<file path="src/rtl/fftag_pkg.sv">
package fftag_pkg;

    typedef enum logic [1:0] {
        AG_IDLE  = 2'b00,
        AG_FILL  = 2'b01,
        AG_BFLY  = 2'b10,
        AG_DRAIN = 2'b11
    } ag_mode_e;

    // Width of a stage index for M stages (at least one bit).
    function automatic int stage_bits(input int m);
        return (m > 1) ? $clog2(m) : 1;
    endfunction

endpackage

</file>
<file path="src/rtl/agu_step_ctr.sv">
module agu_step_ctr
    import fftag_pkg::*;
#(
    parameter int M = 8
) (
    input  logic                     clk,
    input  logic                     rst,
    input  logic                     fresh_i,
    input  logic                     active_i,
    input  logic                     bfly_i,
    output logic [M-1:0]             cnt_o,
    output logic [stage_bits(M)-1:0] stg_o,
    output logic                     fin_o,
    output logic                     last_o
);
    localparam int SW = stage_bits(M);
    localparam logic [M-1:0]  CNT_MAX  = {M{1'b1}};
    localparam logic [M-1:0]  HALF_MAX = {1'b0, {(M-1){1'b1}}};
    localparam logic [SW-1:0] STG_MAX  = SW'(M - 1);

    logic [M-1:0]  cnt_q, cnt_e;
    logic [SW-1:0] stg_q, stg_e;
    logic          fin_q, fin_e;
    logic          k_wrap;

    always_comb begin
        cnt_e  = fresh_i ? '0 : cnt_q;
        stg_e  = fresh_i ? '0 : stg_q;
        fin_e  = fresh_i ? 1'b0 : fin_q;
        k_wrap = (cnt_e == HALF_MAX);
        last_o = bfly_i ? (k_wrap && (stg_e == STG_MAX)) : (cnt_e == CNT_MAX);
    end

    always_ff @(posedge clk) begin
        if (rst) begin
            cnt_q <= '0;
            stg_q <= '0;
            fin_q <= 1'b0;
        end else if (active_i) begin
            if (last_o) begin
                cnt_q <= '0;
                stg_q <= '0;
                fin_q <= 1'b1;
            end else if (bfly_i && k_wrap) begin
                cnt_q <= '0;
                stg_q <= stg_e + 1'b1;
                fin_q <= 1'b0;
            end else begin
                cnt_q <= cnt_e + 1'b1;
                stg_q <= stg_e;
                fin_q <= 1'b0;
            end
        end else begin
            cnt_q <= cnt_e;
            stg_q <= stg_e;
            fin_q <= fin_e;
        end
    end

    assign cnt_o = cnt_e;
    assign stg_o = stg_e;
    assign fin_o = fin_e;
endmodule

</file>
<file path="src/rtl/agu_pair_map.sv">
module agu_pair_map
    import fftag_pkg::*;
#(
    parameter int M = 8
) (
    input  logic [M-2:0]             k_i,
    input  logic [stage_bits(M)-1:0] s_i,
    output logic [M-1:0]             top_o,
    output logic [M-1:0]             bot_o,
    output logic [M-2:0]             tw_o
);
    localparam int SW = stage_bits(M);

    logic [M-1:0] span;
    logic [M-1:0] mask_full;
    logic [M-2:0] low, high;
    logic [SW-1:0] tw_shift;

    always_comb begin
        span      = {{(M-1){1'b0}}, 1'b1} << s_i;
        mask_full = span - {{(M-1){1'b0}}, 1'b1};
        low       = k_i & mask_full[M-2:0];
        high      = k_i & ~mask_full[M-2:0];
        top_o     = {high, 1'b0} | {1'b0, low};
        bot_o     = top_o | span;
        tw_shift  = SW'(M - 1) - s_i;
        tw_o      = low << tw_shift;
    end
endmodule

</file>
<file path="src/rtl/agu_bitrev.sv">
module agu_bitrev #(
    parameter int M = 8
) (
    input  logic [M-1:0] idx_i,
    output logic [M-1:0] rev_o
);
    for (genvar j = 0; j < M; j++) begin : g_swap
        assign rev_o[M-1-j] = idx_i[j];
    end
endmodule

</file>
<file path="src/rtl/fft_agu.sv">
module fft_agu
    import fftag_pkg::*;
#(
    parameter int N = 256
) (
    input  logic                                clk,
    input  logic                                rst,
    input  logic [1:0]                          mode_i,
    output logic                                addr_valid_o,
    output logic                                wr_en_o,
    output logic [$clog2(N)-1:0]                addr_a_o,
    output logic [$clog2(N)-1:0]                addr_b_o,
    output logic [$clog2(N)-2:0]                tw_addr_o,
    output logic [stage_bits($clog2(N))-1:0]    stage_o,
    output logic [$clog2(N)-2:0]                bfly_o,
    output logic                                done_o
);
    localparam int M  = $clog2(N);
    localparam int SW = stage_bits(M);

    ag_mode_e      mode, mode_q;
    logic          fresh, active, is_bfly;
    logic [M-1:0]  cnt;
    logic [SW-1:0] stg;
    logic          fin, last;
    logic [M-1:0]  top, bot, rev;
    logic [M-2:0]  tw;
    logic          done_q;

    assign mode    = ag_mode_e'(mode_i);
    assign fresh   = (mode != mode_q);
    assign is_bfly = (mode == AG_BFLY);
    assign active  = (mode != AG_IDLE) && !fin;

    always_ff @(posedge clk) begin
        if (rst) begin
            mode_q <= AG_IDLE;
            done_q <= 1'b0;
        end else begin
            mode_q <= mode;
            done_q <= active && last;
        end
    end

    agu_step_ctr #(.M(M)) u_ctr (
        .clk      (clk),
        .rst      (rst),
        .fresh_i  (fresh),
        .active_i (active),
        .bfly_i   (is_bfly),
        .cnt_o    (cnt),
        .stg_o    (stg),
        .fin_o    (fin),
        .last_o   (last)
    );

    agu_pair_map #(.M(M)) u_map (
        .k_i   (cnt[M-2:0]),
        .s_i   (stg),
        .top_o (top),
        .bot_o (bot),
        .tw_o  (tw)
    );

    agu_bitrev #(.M(M)) u_rev (
        .idx_i (cnt),
        .rev_o (rev)
    );

    always_comb begin
        addr_valid_o = active;
        wr_en_o      = active && (mode == AG_FILL);
        addr_a_o     = '0;
        addr_b_o     = '0;
        tw_addr_o    = '0;
        stage_o      = '0;
        bfly_o       = '0;
        if (active) begin
            unique case (mode)
                AG_FILL:  addr_a_o = cnt;
                AG_DRAIN: addr_a_o = rev;
                AG_BFLY: begin
                    addr_a_o  = top;
                    addr_b_o  = bot;
                    tw_addr_o = tw;
                    stage_o   = stg;
                    bfly_o    = cnt[M-2:0];
                end
                default: ;
            endcase
        end
        done_o = done_q;
    end
endmodule

</file>
<file path="config.mk">
export PLATFORM = sky130hd
export DESIGN_NAME = fft_agu
export DESIGN_NICKNAME = d
export VERILOG_FILES = /design/src/rtl/fftag_pkg.sv /design/src/rtl/agu_step_ctr.sv /design/src/rtl/agu_pair_map.sv /design/src/rtl/agu_bitrev.sv /design/src/rtl/fft_agu.sv
export SDC_FILE = /design/constraint.sdc
export NUM_CORES = 1
export LEC_CHECK = 0
export BUFFER_PORTS_ARGS = -buffer_cell sky130_fd_sc_hd__buf_2
export CAP_MARGIN = 20
export CORE_MARGIN = 2
export CORE_UTILIZATION = 50
export DETAILED_ROUTE_END_ITERATION = 16
export GPL_TIMING_DRIVEN = 0
export PLACE_DENSITY_LB_ADDON = 0.12
export REMOVE_ABC_BUFFERS = 1
export SKIP_LAST_GASP = 1
export SYNTH_ARGS = -nofsm -noshare
export SYNTH_HDL_FRONTEND = slang
export SYNTH_HIERARCHICAL = 1
export SYNTH_SLANG_ARGS = --single-unit
export TNS_END_PERCENT = 30
</file>
<file path="constraint.sdc">
create_clock -name clk -period 5.35 [get_ports clk]
set_input_delay 0.535 -clock clk [delete_from_list [all_inputs] [get_ports clk]]
set_output_delay 0.535 -clock clk [all_outputs]
set_load 0.02 [all_outputs]
</file>
== After elaboration in Yosys (flattened, before gate mapping) ==
Cells that the tools add are included.

* Bits in read-only memories: 0
* Memory bits (writable): 0
* Bits in latches: 0
* Output and inout port bits: 36
* Logic and storage cells: 52
* Input port bits: 4
* Memories kept: 0
* Register bits: 15

* $lt $le $gt $ge: 0
* $add $sub $neg: 4
* Reductions and logical operators: 7
* Multiplexer cells: 22
* Divide/modulo/power cells: 0
* Bitwise operators: 5
* Multipliers: 0
* Shift-type cells: 2
* Equal/unequal tests: 7

{| class="wikitable"
|+ Operators by type and width
! operator !! number
|-
| $mux W8 || 7
|-
| $mux W7 || 4
|-
| $pmux W8 S3 || 1
|-
| $mux W3 || 6
|-
| $and A7 B7 Y7 || 2
|-
| $add A8 B1 Y8 const B || 1
|-
| $eq A8 B7 Y1 const B || 1
|-
| $eq A8 B8 Y1 const B || 1
|-
| $or A8 B7 Y8 || 1
|-
| $or A8 B8 Y8 || 1
|-
| $shl A1 B3 Y8 const A || 1
|-
| $not A7 Y7 || 1
|-
| $shl A7 B3 Y7 || 1
|-
| $sub A7 B1 Y7 const B || 1
|-
| $logic_and A1 B1 Y1 || 5
|-
| $eq A2 B2 Y1 const B || 2
|-
| $mux W1 || 4
|-
| $add A3 B1 Y3 const B || 1
|-
| $eq A3 B3 Y1 const B || 1
|-
| $sub A3 B3 Y3 const A || 1
|-
| $eq A2 B1 Y1 const B || 1
|-
| $ne A2 B2 Y1 || 1
|-
| $reduce_bool A2 Y1 || 1
|-
| $logic_not A1 Y1 || 1
|}

== Longest topological paths before layout ==
Gate-level depths: netlist of run 1.

* Word-level depth: 10
* Gate-level depth with buffers: 16
* Mapped depth without buffers: 11

== By module ==
Netlist of run 1, hierarchy kept.

{| class="wikitable"
|+ Modules (own cells, without submodules)
! module !! seq. area each (sq um) !! area an instance (sq um) !! instances !! cells an instance
|-
| agu_step_ctr || 240.2 || 679.4 || 1 || 74
|-
| agu_pair_map || 0.0 || 573.0 || 1 || 87
|-
| fft_agu || 60.1 || 531.8 || 1 || 70
|-
| agu_bitrev || 0.0 || 60.1 || 1 || 8
|}

== Worst setup path after synthesis of run 1 ==
OpenSTA, ideal clock, no wires.

* Kind: input-to-output
* Start point: input port mode_i[0]
* End point: output port addr_a_o[4]
* Cell stages on the path: 15
* Data arrival time: 3.316 ns
* Buffers on the path: 4
* Setup slack: 1.499 ns
* Data required time: 4.815 ns
* Cells stage by stage: buf_2 xnor2_1 nand2_1 clkbuf_1 nor2b_1 buf_4 buf_2 inv_1 nand3_1 ha_1 nand2b_1 or3b_1 nand3_1 a21oi_1 a211oi_1

* Cells in the longest elaborated chain, start to end: 9
* Elaborated cells between the ends (all ways): 18
* Classes of those cells: add/sub: 1; eq/ne: 4; shift: 1; mux: 5; bitwise: 4; reduce/logical: 3

{| class="wikitable"
|+ Ends and longest elaborated chain
! element !! RTL line !! RTL
|-
| start, declared || fft_agu.sv:8 || <nowiki>input logic [1:0] mode_i,</nowiki>
|-
| $ne A2 B2 Y1 * || fft_agu.sv:31 || <nowiki>assign fresh = (mode != mode_q);</nowiki>
|-
| via fresh || fft_agu.sv:22 || <nowiki>logic fresh, active, is_bfly;</nowiki>
|-
| $mux W3 * || agu_step_ctr.sv:28 || <nowiki>stg_e = fresh_i ? '0 : stg_q;</nowiki>
|-
| via stg[1] || fft_agu.sv:24 || <nowiki>logic [SW-1:0] stg;</nowiki>
|-
| $shl A1 B3 Y8 * || agu_pair_map.sv:20 || <nowiki>span = {{(M-1){1'b0}}, 1'b1} << s_i;</nowiki>
|-
| $sub A7 B1 Y7 * || agu_pair_map.sv:21 || <nowiki>mask_full = span - {{(M-1){1'b0}}, 1'b1};</nowiki>
|-
| $not A7 Y7 || agu_pair_map.sv:23 || <nowiki>high = k_i & ~mask_full[M-2:0];</nowiki>
|-
| $and A7 B7 Y7 || agu_pair_map.sv:23 ||
|-
| $or A8 B7 Y8 * || agu_pair_map.sv:24 || <nowiki>top_o = {high, 1'b0} | {1'b0, low};</nowiki>
|-
| via top[4] || fft_agu.sv:26 || <nowiki>logic [M-1:0] top, bot, rev;</nowiki>
|-
| $pmux W8 S3 * || fft_agu.sv:79 || <nowiki>unique case (mode)</nowiki>
|-
| $mux W8 * || fft_agu.sv:78 || <nowiki>if (active) begin</nowiki>
|-
| end, declared || fft_agu.sv:11 || <nowiki>output logic [$clog2(N)-1:0] addr_a_o,</nowiki>
|}

The timed path passes the listed nets; every way through them passes the cells marked *.

== Worst setup path after layout of run 1 ==
* Start point: input port mode_i[1]
* End point: output port addr_a_o[4]

Same word-level chain as after synthesis.

==> summary by stage, run 1 <==
Timing
The number of endpoints with negative hold slack in the final report was 0. Setup repair after global routing left no endpoint under its margin. Timing would allow up to 0.208 GHz. At the pin with the least slew margin, the transition time is between 0.9 and 1 ns.

The worst clock skew is ~0.0050 ns. The total setup violations reported at the end of the flow is 0. Measured against its own limit, the worst slew margin works out to between 30% and 40%. The number of pins with negative max-slew slack in the final report is 0.

In the finished design, the share of the clock period the worst path needs comes to 89.8%. Subtracting the final worst setup slack from the clock period gives approximately 4.8 ns.

Floorplan
The effective utilization at floorplan is between 50% and 60%. The row count is 22. The die is 64.7 um tall.

The count of boundary I/O pins is 40. The area of the die is roughly 4200 sq um. The core area is 3610 sq um. The width of the die is about 65 um.

Clock network
The root buffer cell is sky130_fd_sc_hd__clkbuf_8. After clock tree synthesis, the clock-pin slew on the worst setup and hold paths is around 0.060 ns. The post-CTS repair timing setup buffer count is 0. TritonCTS built the clock tree. The clock latency on the worst-skew pair is 0.25 ns. The number of sinks handled by clock tree synthesis is 15. The maximum root-to-sink buffer count is 2. CTS built an H-tree with a depth of 1. TritonCTS created 3 clock buffers.

Detailed routing
Dividing the detail-routed wire length by the instance count gives approximately 14 um. The remaining routing DRC violations is 0. Wires add up to about 4400 um. The first routing iteration left between 100 and 150 violations. Once detail routing completed, the nets flagged for antenna violations numbered 0. The first-pass iteration count of the detailed router is 4. Across all layers, the routed design uses between 1,500 and 2,000 vias. Using the TritonRoute via totals, the vias-per-cell ratio works out to 5.59.

Placement
During placement, the flow inserted port buffers numbering 39. Once placement completed, the tool counted placed cells totaling 303. The congestion estimate from routability-driven global placement came to roughly 0.8.

The HPWL after detailed placement is 3060 um.

Logic synthesis
After synthesis, the most frequently instantiated cells are sky130_fd_sc_hd__and2_1 (30), sky130_fd_sc_hd__nor2_1 (18), sky130_fd_sc_hd__nor2b_1 (18). The proportion of register bits with asynchronous set or reset after synthesis is 0%. For this run, the leading register cell type out of synthesis is sky130_fd_sc_hd__dfxtp_1.

In the post-synthesis netlist, the biggest area contributors are sky130_fd_sc_hd__dfxtp_1 (16%), sky130_fd_sc_hd__and2_1 (10%), sky130_fd_sc_hd__mux2i_1 (6.5%), sky130_fd_sc_hd__nor2b_1 (6.1%), sky130_fd_sc_hd__a211oi_1 (4.9%). The instance count of the mapped netlist is 239. The synthesized design contains 0 enable-type register cells. The number of distinct library cell variants in the gate-level netlist after synthesis is 54.

The sequential-to-total area share from yosys stat is between 15 and 20%. Synthesis inferred 15 register bits. The number of warning messages in the yosys log is 6. The area fraction of the dominant cell type after synthesis is roughly 16%. sky130_fd_sc_hd__and2_1 is the most common cell in the netlist.

The mean cell area of the mapped netlist is about 7.7 sq um. sky130_fd_sc_hd__dfxtp_1 takes more of the synthesized area than any other cell. The combined area of all synthesized cells is roughly 1800 sq um.

Setup path
The cell repeated most along the worst path is sky130_fd_sc_hd__buf_2. STA classifies the critical path startpoint as a primary input. The required time at the worst-slack endpoint is between 4 and 5 ns.

In this design, the stage delay of the slowest critical-path cell is between 0.7 and 0.8 ns. Traced cell by cell, the critical path runs through buf_2, xnor2_1, nand2_1, nor2b_1, buf_6, nor3_1, inv_1, ha_1, nand2b_1, or3b_1, nand3_1, a21oi_1, a211oi_1, buf_2. The endpoint kind of the worst setup timing path is an output port. In this run the worst path has a maximum fanout of 22. The critical path class is primary input to output port. On the critical path, the stage with the largest delay is an instance of sky130_fd_sc_hd__nor2b_1.

The arrival time of the worst setup path is roughly 4.3 ns.

Power
Summing internal, switching and leakage power gives ~0.00026 W. The portion of total power attributed to combinational logic is 17.8%. The switching component of the power is roughly 0.000073 W. The relative contribution of the clock network to total power is 37.1%. In this run the power density over the cells is 127 nW/um^2. The leakage power figure is 0.925 nW.

The share of total power consumed by net switching is 28.8%. The portion of total power attributed to sequential cells is between 40 and 50%. VDD sags by at most 150 uV.

Cell internal power was estimated by the tool at 0.000182 W.

Final layout
For this run, the post-layout net count is around 270. The final non-filler cell total is ~310. The post-route netlist has 22.7% of its cells at a drive strength greater than 1. At the end of the flow the core is filled with cells to between 50% and 60%. The area growth from synthesis to layout is 8.82%. The antenna diode count is 0.

Global routing
The via count of the first global-routing pass is 1,540. Global routing finished with a remaining overflow of 0. The global routing usage summed across all routing layers is between 20 and 25%.

The first global-routing pass estimated ~7300 um of wire. The maximum number of pins on one net before global-route repair is 26. The initial antenna violation count is 0.

Status
The flow ran to the end, and the final reports show no timing, DRC or antenna violations.

Worst hold path
The type of the most critical hold path is flop to flop.

Run
The number of maximum-capacitance violations is 0.
==> logic make-up after synthesis <==
| family | share of synthesized area [%] |
|---|---|
| AND/OR/NAND/NOR | 41.0 |
| AO/OA/AOI/OAI | 18.1 |
| buffers and inverters | 10.9 |
| flip-flops | 16.3 |
| multiplexers | 6.51 |
| XOR/XNOR | 5.22 |
| adder cells (fa/ha/maj) | 2.04 |
==> sequential cells by signal, summed over array words and instances (netlist names) <==
name	cells
u_ctr/fin_q	1
mode_q	2
done_o	1
u_ctr/stg_q	3
u_ctr/cnt_q	8
==> placed cells by master, fill, tap and decap left out, types with 4 or more instances in the layout <==
cell type                  count
sky130_fd_sc_hd__buf_2        39
sky130_fd_sc_hd__and2_1       30
sky130_fd_sc_hd__nor2_1       18
sky130_fd_sc_hd__nor2b_1      16
sky130_fd_sc_hd__dfxtp_1      15
sky130_fd_sc_hd__mux2i_1      12
sky130_fd_sc_hd__a211oi_1     12
sky130_fd_sc_hd__nand2_1      11
sky130_fd_sc_hd__a21oi_1       9
sky130_fd_sc_hd__inv_1         9
sky130_fd_sc_hd__xor2_1        6
sky130_fd_sc_hd__nor3_1        6
sky130_fd_sc_hd__xnor2_1       5
sky130_fd_sc_hd__nand3_1       5
sky130_fd_sc_hd__and2b_1       4
sky130_fd_sc_hd__o21ai_0       4
==> final cells by class <==
cell class	instances	area, sq um
well taps	48	60.1
inverters	9	33.8
flip-flops and latches	15	300
fillers	381	1600
repair buffers	41	214
clock buffers	4	45.0
multi-input cells	191	1350
==> metal layers <==
layer  global-route usage, %  up-vias  share of wire, %
li1                        -      872                 -
met1                    31.9      797                50
met5                       0        -                 0
met4                    6.65        0              0.98
met2                    33.8       48                44
met3                    3.30        5               4.8
==> power by group through the flow <==
| stage | logic, W | clock network (W) | registers, W |
|---|---|---|---|
| 3_5_place_dp | 0.0000451 | 0 | 0.000118 |
| 3_3_place_gp | 0.0000447 | 0 | 0.000118 |
| 4_1_cts | 0.0000453 | 0.0000973 | 0.000115 |
| 6_report | 0.0000453 | 0.0000946 | 0.000115 |
| 2_1_floorplan | 0.0000280 | 0 | 0.000117 |
| 5_1_grt | 0.0000498 | 0.000101 | 0.000115 |
==> stage by stage <==
step | setup slack, ns | area, sq um | hold slack, ns | setup TNS, ns
finish | 0.547 | 2010 | 0.592 | 0
global placement | -0.145 | 1930 | 0.560 | -0.260
floorplan | 1.04 | 1680 | 0.533 | 0
CTS | 0.393 | 1990 | 0.585 | 0
detailed placement | 0.395 | 1950 | 0.571 | 0
global route | 0.180 | 2010 | 0.613 | 0
==> critical path: cells and delay by family <==
kind / cells / cell delay [ns]
adder cells (fa/ha/maj): 1 / 0.46
buffers and inverters: 4 / 0.95
AND/OR/NAND/NOR: 6 / 1.85
XOR/XNOR: 1 / 0.17
AO/OA/AOI/OAI: 2 / 0.28
==> repair_timing <==
action,4_1_cts,5_1_grt
hold buffers,0,0
resized for setup,0,1
setup endpoints to repair,0,1
==> worst paths after layout <==
check        cells past startpoint                         to                       from  slack, ns
max                             14                addr_a_o[4]                  mode_i[1]       0.55
min                              3  u_ctr/cnt_q[3]$_SDFF_PP0_  u_ctr/cnt_q[2]$_SDFF_PP0_       0.59
max reg2reg                      8          done_o$_SDFF_PP0_       mode_q[0]$_SDFF_PP0_       2.59
min reg2reg                      3  u_ctr/cnt_q[3]$_SDFF_PP0_  u_ctr/cnt_q[2]$_SDFF_PP0_       0.59
No activity file was read; power rests on OpenSTA's default activity.
==> run 2, diff against run 1 <==
--- a/config.mk
+++ b/config.mk
@@ -16,6 +16,5 @@
 export SKIP_LAST_GASP = 1
 export SYNTH_ARGS = -nofsm -noshare
 export SYNTH_HDL_FRONTEND = slang
-export SYNTH_HIERARCHICAL = 1
 export SYNTH_SLANG_ARGS = --single-unit
 export TNS_END_PERCENT = 30
==> run 2 against run 1 <==
Net effect:
- clock power decreased by 29%
- register-to-register slack worse by 0.07 ns
- core utilization rose by 3.3 points
- clock skew increased by 0.0022 ns
- flip-flop and latch count is the same
- largest cell class unchanged
- highest routed layer unchanged
==> summary by stage, run 2 <==
Logic synthesis
The instance count of the mapped netlist is ~240. Yosys mapped a number of flops with a built-in enable equal to 0. The register bit total from synthesis is 15. The sequential-to-total area share from yosys stat is about 18%. Sorting the synthesized cells by area gives the leading types as sky130_fd_sc_hd__dfxtp_1 (18%), sky130_fd_sc_hd__nand2_1 (7.2%), sky130_fd_sc_hd__nor2_1 (6.8%), sky130_fd_sc_hd__a21oi_1 (5.1%), sky130_fd_sc_hd__mux2_2 (4.7%).

In this run the mean area of a mapped cell was approximately 6.9 sq um. The number of different library cells used by synthesis comes to 50. In the post-synthesis netlist, the cell with the most instances is sky130_fd_sc_hd__nand2_1. For this run, the leading register cell type out of synthesis is sky130_fd_sc_hd__dfxtp_1. The combined area of all synthesized cells is 1660 sq um. For this run, the number of Yosys warnings is 0.

The commonest cells after synthesis are sky130_fd_sc_hd__nand2_1 (32), sky130_fd_sc_hd__nor2_1 (30), sky130_fd_sc_hd__a21oi_1 (17). The area fraction of the dominant cell type after synthesis is 18.1%. The proportion of register bits with asynchronous set or reset after synthesis is 0%. Summed over all instances, the cell type with the most area after synthesis is sky130_fd_sc_hd__dfxtp_1.

Setup path
The arrival time of the worst setup path is around 3.6 ns. STA classifies the critical path startpoint as a primary input. The worst setup path is of the primary input to output port kind. For the worst setup path, the data required time is just under 5 ns. The endpoint kind of the worst setup timing path is an output port. Of all nets on the critical path, the largest fanout is 21.

Clock network
The number of sinks handled by clock tree synthesis is 15. The post-CTS repair timing setup buffer count is 0. The clock latency on the worst-skew pair is roughly 0.29 ns.

The number of gates resized after CTS is 0. The clock transition at the register clock pins on the worst setup and hold paths after CTS is roughly 0.08 ns. For this design, the CTS-stage hold fixing added 0 buffers. The number of clock buffers inserted by TritonCTS is 3. The tree is rooted in a sky130_fd_sc_hd__clkbuf_4. TritonCTS built the clock tree. CTS built an H-tree with a depth of 1. The maximum root-to-sink buffer count is 2.

Power
In this run the power spent charging and discharging nets is 0.0000710 W. The relative contribution of the clock network to total power is between 20% and 30%. Of the total power, the share spent switching nets is a little under a third. The leakage power figure is between 0.7 and 0.8 nW.

For this design the ratio of total power to cell area is 123 nW/um^2. The worst-case IR drop observed on VDD is between 100 and 150 uV. The portion of total power attributed to combinational logic is about 18%. The portion of total power attributed to sequential cells is 52.4%. Internal power comes to about 0.00015 W. The overall power consumption is 0.000225 W.

Detailed routing
The routed wire length per instance is 15.0 um. The count of antenna-violating nets left after detailed routing is 0. The DRC marker count from the first detailed-route iteration is 175. Before antenna repair, the detailed router went through 4 iterations. For this block, the routed nets add up to 4580 um of wire. The routed layout has 1,796 vias. In the routed design, unresolved DRC markers number 0. The via density per instance is between 5 and 6.

Global routing
The remaining global-route overflow is 0. The via count of the first global-routing pass is between 1,500 and 2,000. The wire length of the first global-routing pass is between 7000 and 8000 um. The initial antenna violation count is 0. Global routing used between 20 and 30% of the available tracks. Entering global routing, the biggest net connects 28 pins.

Timing
For the pin with the worst max-slew slack, the measured transition is ~0.82 ns. The post-route setup TNS is 0 ns. The worst relative slew slack is approximately 45%. The fmax is between 0.2 and 0.25 GHz. The total setup violations reported at the end of the flow is 0. The number of endpoints with negative hold slack in the final report came to 0. The worst clock skew is 0.00715 ns. After layout, the minimum clock period comes to 4.13 ns. The share of the clock period used by the worst path after layout is roughly 77%. Setup repair after global routing left no endpoint under its margin. The final worst slack is roughly 1.2 ns.

The number of pins with negative max-slew slack in the final report is 0.

Placement
Before CTS, the worst setup slack after placement is ~1.3 ns. The number of port buffers is 39. Detailed placement finished with a half-perimeter wire length of between 3000 and 4000 um. Routability-driven placement finished with a final weighted congestion of ~0.90.

Final layout
The most common cell after layout, fill and taps aside is sky130_fd_sc_hd__buf_2. The largest registers in the layout are u_ctr.cnt_q: 8 flops, u_ctr.stg_q: 3 flops, mode_q: 2 flops. The fraction of final layout cells with drive strength greater than 1 is around 22%.

The area growth from synthesis to layout is 10.0%. The final layout net count is roughly 270. The flip-flop count of the largest register after layout is 8. The number of fillers in the final layout is 322. The register with the most flip-flops in the final layout is u_ctr.cnt_q. The antenna diode count is 0. The library cells used most frequently in the layout, excluding fill and tap cells, are sky130_fd_sc_hd__buf_2 (39), sky130_fd_sc_hd__nand2_1 (32), sky130_fd_sc_hd__nor2_1 (30).

Run
Across the run, the number of max-cap violations was 0.

Floorplan
The row count is 20. The chip height is 61.6 um. From left edge to right edge, the die measures 61.6 um.

Once the floorplan was initialized, standard cells occupied ~54% of the core. The core area is 3100 sq um. The area of the die is between 3000 and 4000 sq um. Pin placement for this block handled 40 I/O pins.

Status
The run finished with clean final reports.

Worst hold path
The tightest min-delay check is of the flop to flop type.
run 2: cell types whose count changed after synthesis, sizes merged, moves of 10 or more:
cell,delta
nor2,+10
nor2b,-15
buf,-11
and2,-27
a21oi,+10
clkbuf,+12
nand2,+21
run 2: worst max-delay path: stages:
cell and delay (ns):
sky130_fd_sc_hd__buf_2 0.33, sky130_fd_sc_hd__xor2_1 0.18, sky130_fd_sc_hd__nor2_1 0.62, sky130_fd_sc_hd__buf_4 0.31, sky130_fd_sc_hd__and2_1 0.33, sky130_fd_sc_hd__inv_1 0.13, sky130_fd_sc_hd__ha_1 0.25, sky130_fd_sc_hd__nand3b_1 0.10
sky130_fd_sc_hd__o21ai_0 0.12, sky130_fd_sc_hd__a32o_1 0.30, sky130_fd_sc_hd__o211a_1 0.23, sky130_fd_sc_hd__buf_2 0.16
run 2: kinds of logic after synthesis:
family	count (synthesis)	share of synthesized area, %
and+or+nand+nor	121	38.3
AOI/OAI and AO/OA	53	22.0
buffers and inverters	32	8.66
DFF	15	18.1
muxes	10	6.55
xor gates and xnor gates	8	4.22
adders and majority gates	3	2.26
run 2: final timing paths:
path,cells after the start,end,slack [ns],start
worst min-delay path,2,u_ctr.fin_q$_SDFF_PP0_,0.53,u_ctr.fin_q$_SDFF_PP0_
worst min register to register,2,u_ctr.fin_q$_SDFF_PP0_,0.53,u_ctr.fin_q$_SDFF_PP0_
worst max register to register,9,u_ctr.cnt_q[3]$_SDFF_PP0_,2.52,mode_q[1]$_SDFF_PP0_
worst max-delay path,12,addr_b_o[6],1.22,mode_i[1]
run 2: power groups by stage:
stage / logic (W) / clock network, W / registers (W)
after floorplan: 0.0000241 / 0 / 0.000119
after global placement: 0.0000381 / 0 / 0.000120
after detailed placement: 0.0000394 / 0 / 0.000120
after CTS: 0.0000397 / 0.0000679 / 0.000117
after global routing: 0.0000438 / 0.0000737 / 0.000118
final: 0.0000398 / 0.0000673 / 0.000118
run 2: metrics by stage:
step | utilization [%] | instance area [sq um] | hold slack [ns] | cells
2_1_floorplan | - | 1540 | 0.459 | 217
3_3_place_gp | 57.8 | 1790 | 0.511 | 300
3_5_place_dp | 58.1 | 1800 | 0.525 | 301
4_1_cts | 58.9 | 1830 | 0.537 | 305
5_1_grt | 58.9 | 1830 | 0.555 | 305
6_report | 58.9 | 1830 | 0.526 | 305
run 2: per-layer routing:
layer  routed length [um]  part of all wire, %  vias up  GRT usage, %
met5                    0                    0        -             0
met4                   43                 0.94        0          8.81
met3                  315                  6.9        6          2.10
met2                 2170                   47       73          40.2
met1                 2060                   45      821          37.3
li1                     -                    -      896             -
run 2: layout make-up:
| class | instances | area, sq um | area share (%) |
|---|---|---|---|
| Inverter | 7 | 26.3 | 1.44 |
| Clock buffer | 4 | 26.3 | 1.44 |
| Timing Repair Buffer | 40 | 203 | 11.1 |
| Sequential cell | 15 | 300 | 16.4 |
| Tap cell | 44 | 55.1 | 3.01 |
| Multi-Input combinational cell | 195 | 1220 | 66.6 |
==> run 3, diff against run 2 <==
--- a/config.mk
+++ b/config.mk
@@ -8,7 +8,7 @@
 export BUFFER_PORTS_ARGS = -buffer_cell sky130_fd_sc_hd__buf_2
 export CAP_MARGIN = 20
 export CORE_MARGIN = 2
-export CORE_UTILIZATION = 50
+export CORE_UTILIZATION = 49
 export DETAILED_ROUTE_END_ITERATION = 16
 export GPL_TIMING_DRIVEN = 0
 export PLACE_DENSITY_LB_ADDON = 0.12
==> constraint.sdc (replaced) <==
create_clock -name clk -period 3.6 [get_ports clk]
set_input_delay 0.36 -clock clk [delete_from_list [all_inputs] [get_ports clk]]
set_output_delay 0.36 -clock clk [all_outputs]
set_load 0.02 [all_outputs]
==> run 3 against run 2 <==
Net effect:
- clock power is 52% higher
- non-clock buffer count unchanged
- clock skew rose by 0.0041 ns
- critical endpoint unchanged
- combinational power increased by 56%
- critical path depth down 1
- final cell count rose by 0.66%
- routed wire length increased by 2.5%
- register-to-register slack got worse by 1.5 ns
- sequential power increased by 48%
- die area up 1.9%
- worst setup slack worse by 0.89 ns
- via count increased by 1.3%
- largest power group unchanged
==> summary by stage, run 3 (synthesized netlist as in run 2, its figures left out) <==
Clock network
Hold repair after CTS inserted 0 buffers. The root buffer cell is sky130_fd_sc_hd__clkbuf_4. The number of gates resized after CTS is 0. The clock latency on the worst-skew pair is around 0.3 ns.

Clock-pin slew was measured on the worst setup and hold paths at 0.10 ns. The clock drives 15 sinks. The number of setup buffers added after CTS is 0.

The number of clock buffers inserted by TritonCTS is 3. CTS built an H-tree with a depth of 1. TritonCTS built the clock tree. The longest clock path from root to sink contains 2 buffers.

Placement
After legalization and detailed placement, the total HPWL measured approximately 3300 um. During placement, the flow inserted port buffers numbering 39. The final weighted congestion of routability-driven global placement is 0.883. After detailed placement, the total cell area comes to ~1800 sq um.

Final layout
The filler cells instantiated in the layout total 340. The largest registers in the layout are u_ctr.cnt_q: 8 flops, u_ctr.stg_q: 3 flops, mode_q: 2 flops. The most common cell after layout, fill and taps aside is sky130_fd_sc_hd__buf_2.

Cells with a size suffix above 1 make up 23.0% of the layout. The register with the most flip-flops in the layout has 8 of them. The final layout net count is between 200 and 300. The number of antenna diodes in the final layout is 0. For this run, the share of the core covered by cells in the final layout is 56.2%.

The register with the most flip-flops in the final layout is u_ctr.cnt_q. In the layout the commonest cells are sky130_fd_sc_hd__buf_2 (39), sky130_fd_sc_hd__nand2_1 (32), sky130_fd_sc_hd__nor2_1 (29). The finished cells cover roughly 1800 sq um. From synthesis to final layout, the design area changed by 11.0%.

Power
The total power per unit cell area is between 150 and 200 nW/um^2. Across the VDD grid, the largest voltage drop is ~190 uV. The leakage power figure is about 0.76 nW.

Timing
The share of the clock period used by the worst path after layout is between 90% and 100%. Final hold analysis gives a worst-case slack of 0.361 ns. Setup repair after global routing left no endpoint under its margin.

For the final database, setup skew stands at 0.0112 ns. Based on the critical path, the design can be clocked at up to just over 0.3 GHz. In this run the tightest slew margin relative to its limit is 55.7%. The number of pins with negative max-slew slack in the final report is 0. Setup violations remaining at the end of the flow were counted as 0. The post-route setup TNS is 0 ns. For the pin with the worst max-slew slack, the measured transition is ~0.66 ns. Counting I/O delays and the setup requirement, the final critical path takes around 3.3 ns. The number of endpoints with negative hold slack in the final report is 0.

Global routing
For this run, global-route usage on met2 was measured as a little over two fifths. The initial antenna violation count is 0. For this run, global-route usage on met1 was measured as a little under a third. The wire length of the first global-routing pass is roughly 7700 um.

Entering global routing, the biggest net connects 28 pins. The total overflow left after global routing is 0. The global-route layer with the greatest usage is met2. The met3 routing resource usage after global routing is between 2 and 3%. The via count of the first global-routing pass is around 1,600. The global routing usage summed across all routing layers is about 24%.

Detailed routing
The detailed router placed 1,820 vias in this run. Wires add up to approximately 4700 um. The via density per instance is 5.93. The DRC marker count from the first detailed-route iteration is 149. The routed wire length per instance is 15.3 um. The first-pass iteration count of the detailed router is 4. In the routed design, unresolved DRC markers number 0.

The count of antenna-violating nets left after detailed routing is 0.

Setup path
The setup check on the worst reg-to-reg path leaves a slack of ~1.1 ns. In this run the critical register-to-register path is launched from mode_q[1]$_SDFF_PP0_. The required time at the worst-slack endpoint is about 3.2 ns. The origin of the worst setup path is mode_i[1]. The cell depth of the worst flop-to-flop path is 9. The critical path class is primary input to output port.

The destination of the critical timing path is addr_b_o[6]. Of all nets on the critical path, the largest fanout is 21. For the worst setup path, the data arrival time is roughly 2.9 ns.

STA classifies the critical path startpoint as a primary input. The endpoint kind of the worst setup timing path is an output port. The endpoint identified for the worst register-to-register timing path is u_ctr.stg_q[1]$_SDFF_PP0_.

Floorplan
The effective utilization at floorplan is around half. The area of the die is 3870 sq um. The chip height is ~62 um. The row count is 21. The core area is between 3000 and 4000 sq um. The die is roughly 62 um wide. Pin placement for this block handled 40 I/O pins.

Run
Across the run, the number of max-cap violations was 0.

Worst hold path
The tightest min-delay check is of the primary input to flop type.

Status
The flow ran to the end, and the final reports show no timing, DRC or antenna violations.
-- run 3: changes by cell type in the layout (fill, tap and decap cells not counted), sizes merged --
cell / previous run / this run
clkbuf: 4 / 3
clkinv: 0 / 1
-- run 3: metrics by stage --
| step | setup WS (ns) | cells | total power (W) |
|---|---|---|---|
| 3_5_place_dp | 0.0754 | 303 | 0.000238 |
| 4_1_cts | 0.0456 | 307 | 0.000336 |
| 2_1_floorplan | 0.639 | 217 | 0.000212 |
| 6_report | 0.334 | 307 | 0.000339 |
| 5_1_grt | 0.126 | 307 | 0.000356 |
| 3_3_place_gp | -0.426 | 302 | 0.000235 |
-- run 3: layer usage --
| metal | vias up | wire (um) |
|---|---|---|
| li1 | 898 | - |
| met1 | 847 | 2060 |
| met2 | 60 | 2290 |
| met3 | 15 | 212 |
| met4 | 0 | 131 |
| met5 | - | 0 |
-- run 3: area by class of cell --
type                    instances  area, sq um  area share [%]
clock inverters                 1         5.00           0.271
flip-flops and latches         15          302            16.4
clock buffers                   3         22.5            1.22
multi-input cells             195         1220            66.4
inverters                       7         26.3            1.42
repair buffers                 40          206            11.2
well taps                      46         57.6            3.12
-- run 3: critical path: stages --
cell,delay [ns]
sky130_fd_sc_hd__buf_2,0.33
sky130_fd_sc_hd__xor2_1,0.24
sky130_fd_sc_hd__nor2_4,0.32
sky130_fd_sc_hd__and2_1,0.37
sky130_fd_sc_hd__inv_1,0.14
sky130_fd_sc_hd__ha_1,0.24
sky130_fd_sc_hd__nand3b_1,0.09
sky130_fd_sc_hd__o21ai_0,0.13
sky130_fd_sc_hd__a32o_1,0.30
sky130_fd_sc_hd__o211a_1,0.23
sky130_fd_sc_hd__buf_2,0.16
-- run 3: how the worst min path moves through the flow --
stage | from | to | depth (start not counted)
CTS | rst | u_ctr.cnt_q[1]$_SDFF_PP0_ | 2
finish | rst | u_ctr.cnt_q[1]$_SDFF_PP0_ | 2
global placement | u_ctr.fin_q$_SDFF_PP0_ | u_ctr.fin_q$_SDFF_PP0_ | 2
detailed placement | u_ctr.fin_q$_SDFF_PP0_ | u_ctr.fin_q$_SDFF_PP0_ | 2
floorplan | rst | u_ctr.cnt_q[0]$_SDFF_PP0_ | 1
global route | rst | u_ctr.cnt_q[2]$_SDFF_PP0_ | 2
-- run 3: where the power goes --
| part | internal (W) | total (W) | switching, W |
|---|---|---|---|
| Clock | 0.0000414 | 0.000102 | 0.0000607 |
| Sequential | 0.000168 | 0.000175 | 0.00000622 |
| Combinational | 0.0000187 | 0.0000622 | 0.0000436 |
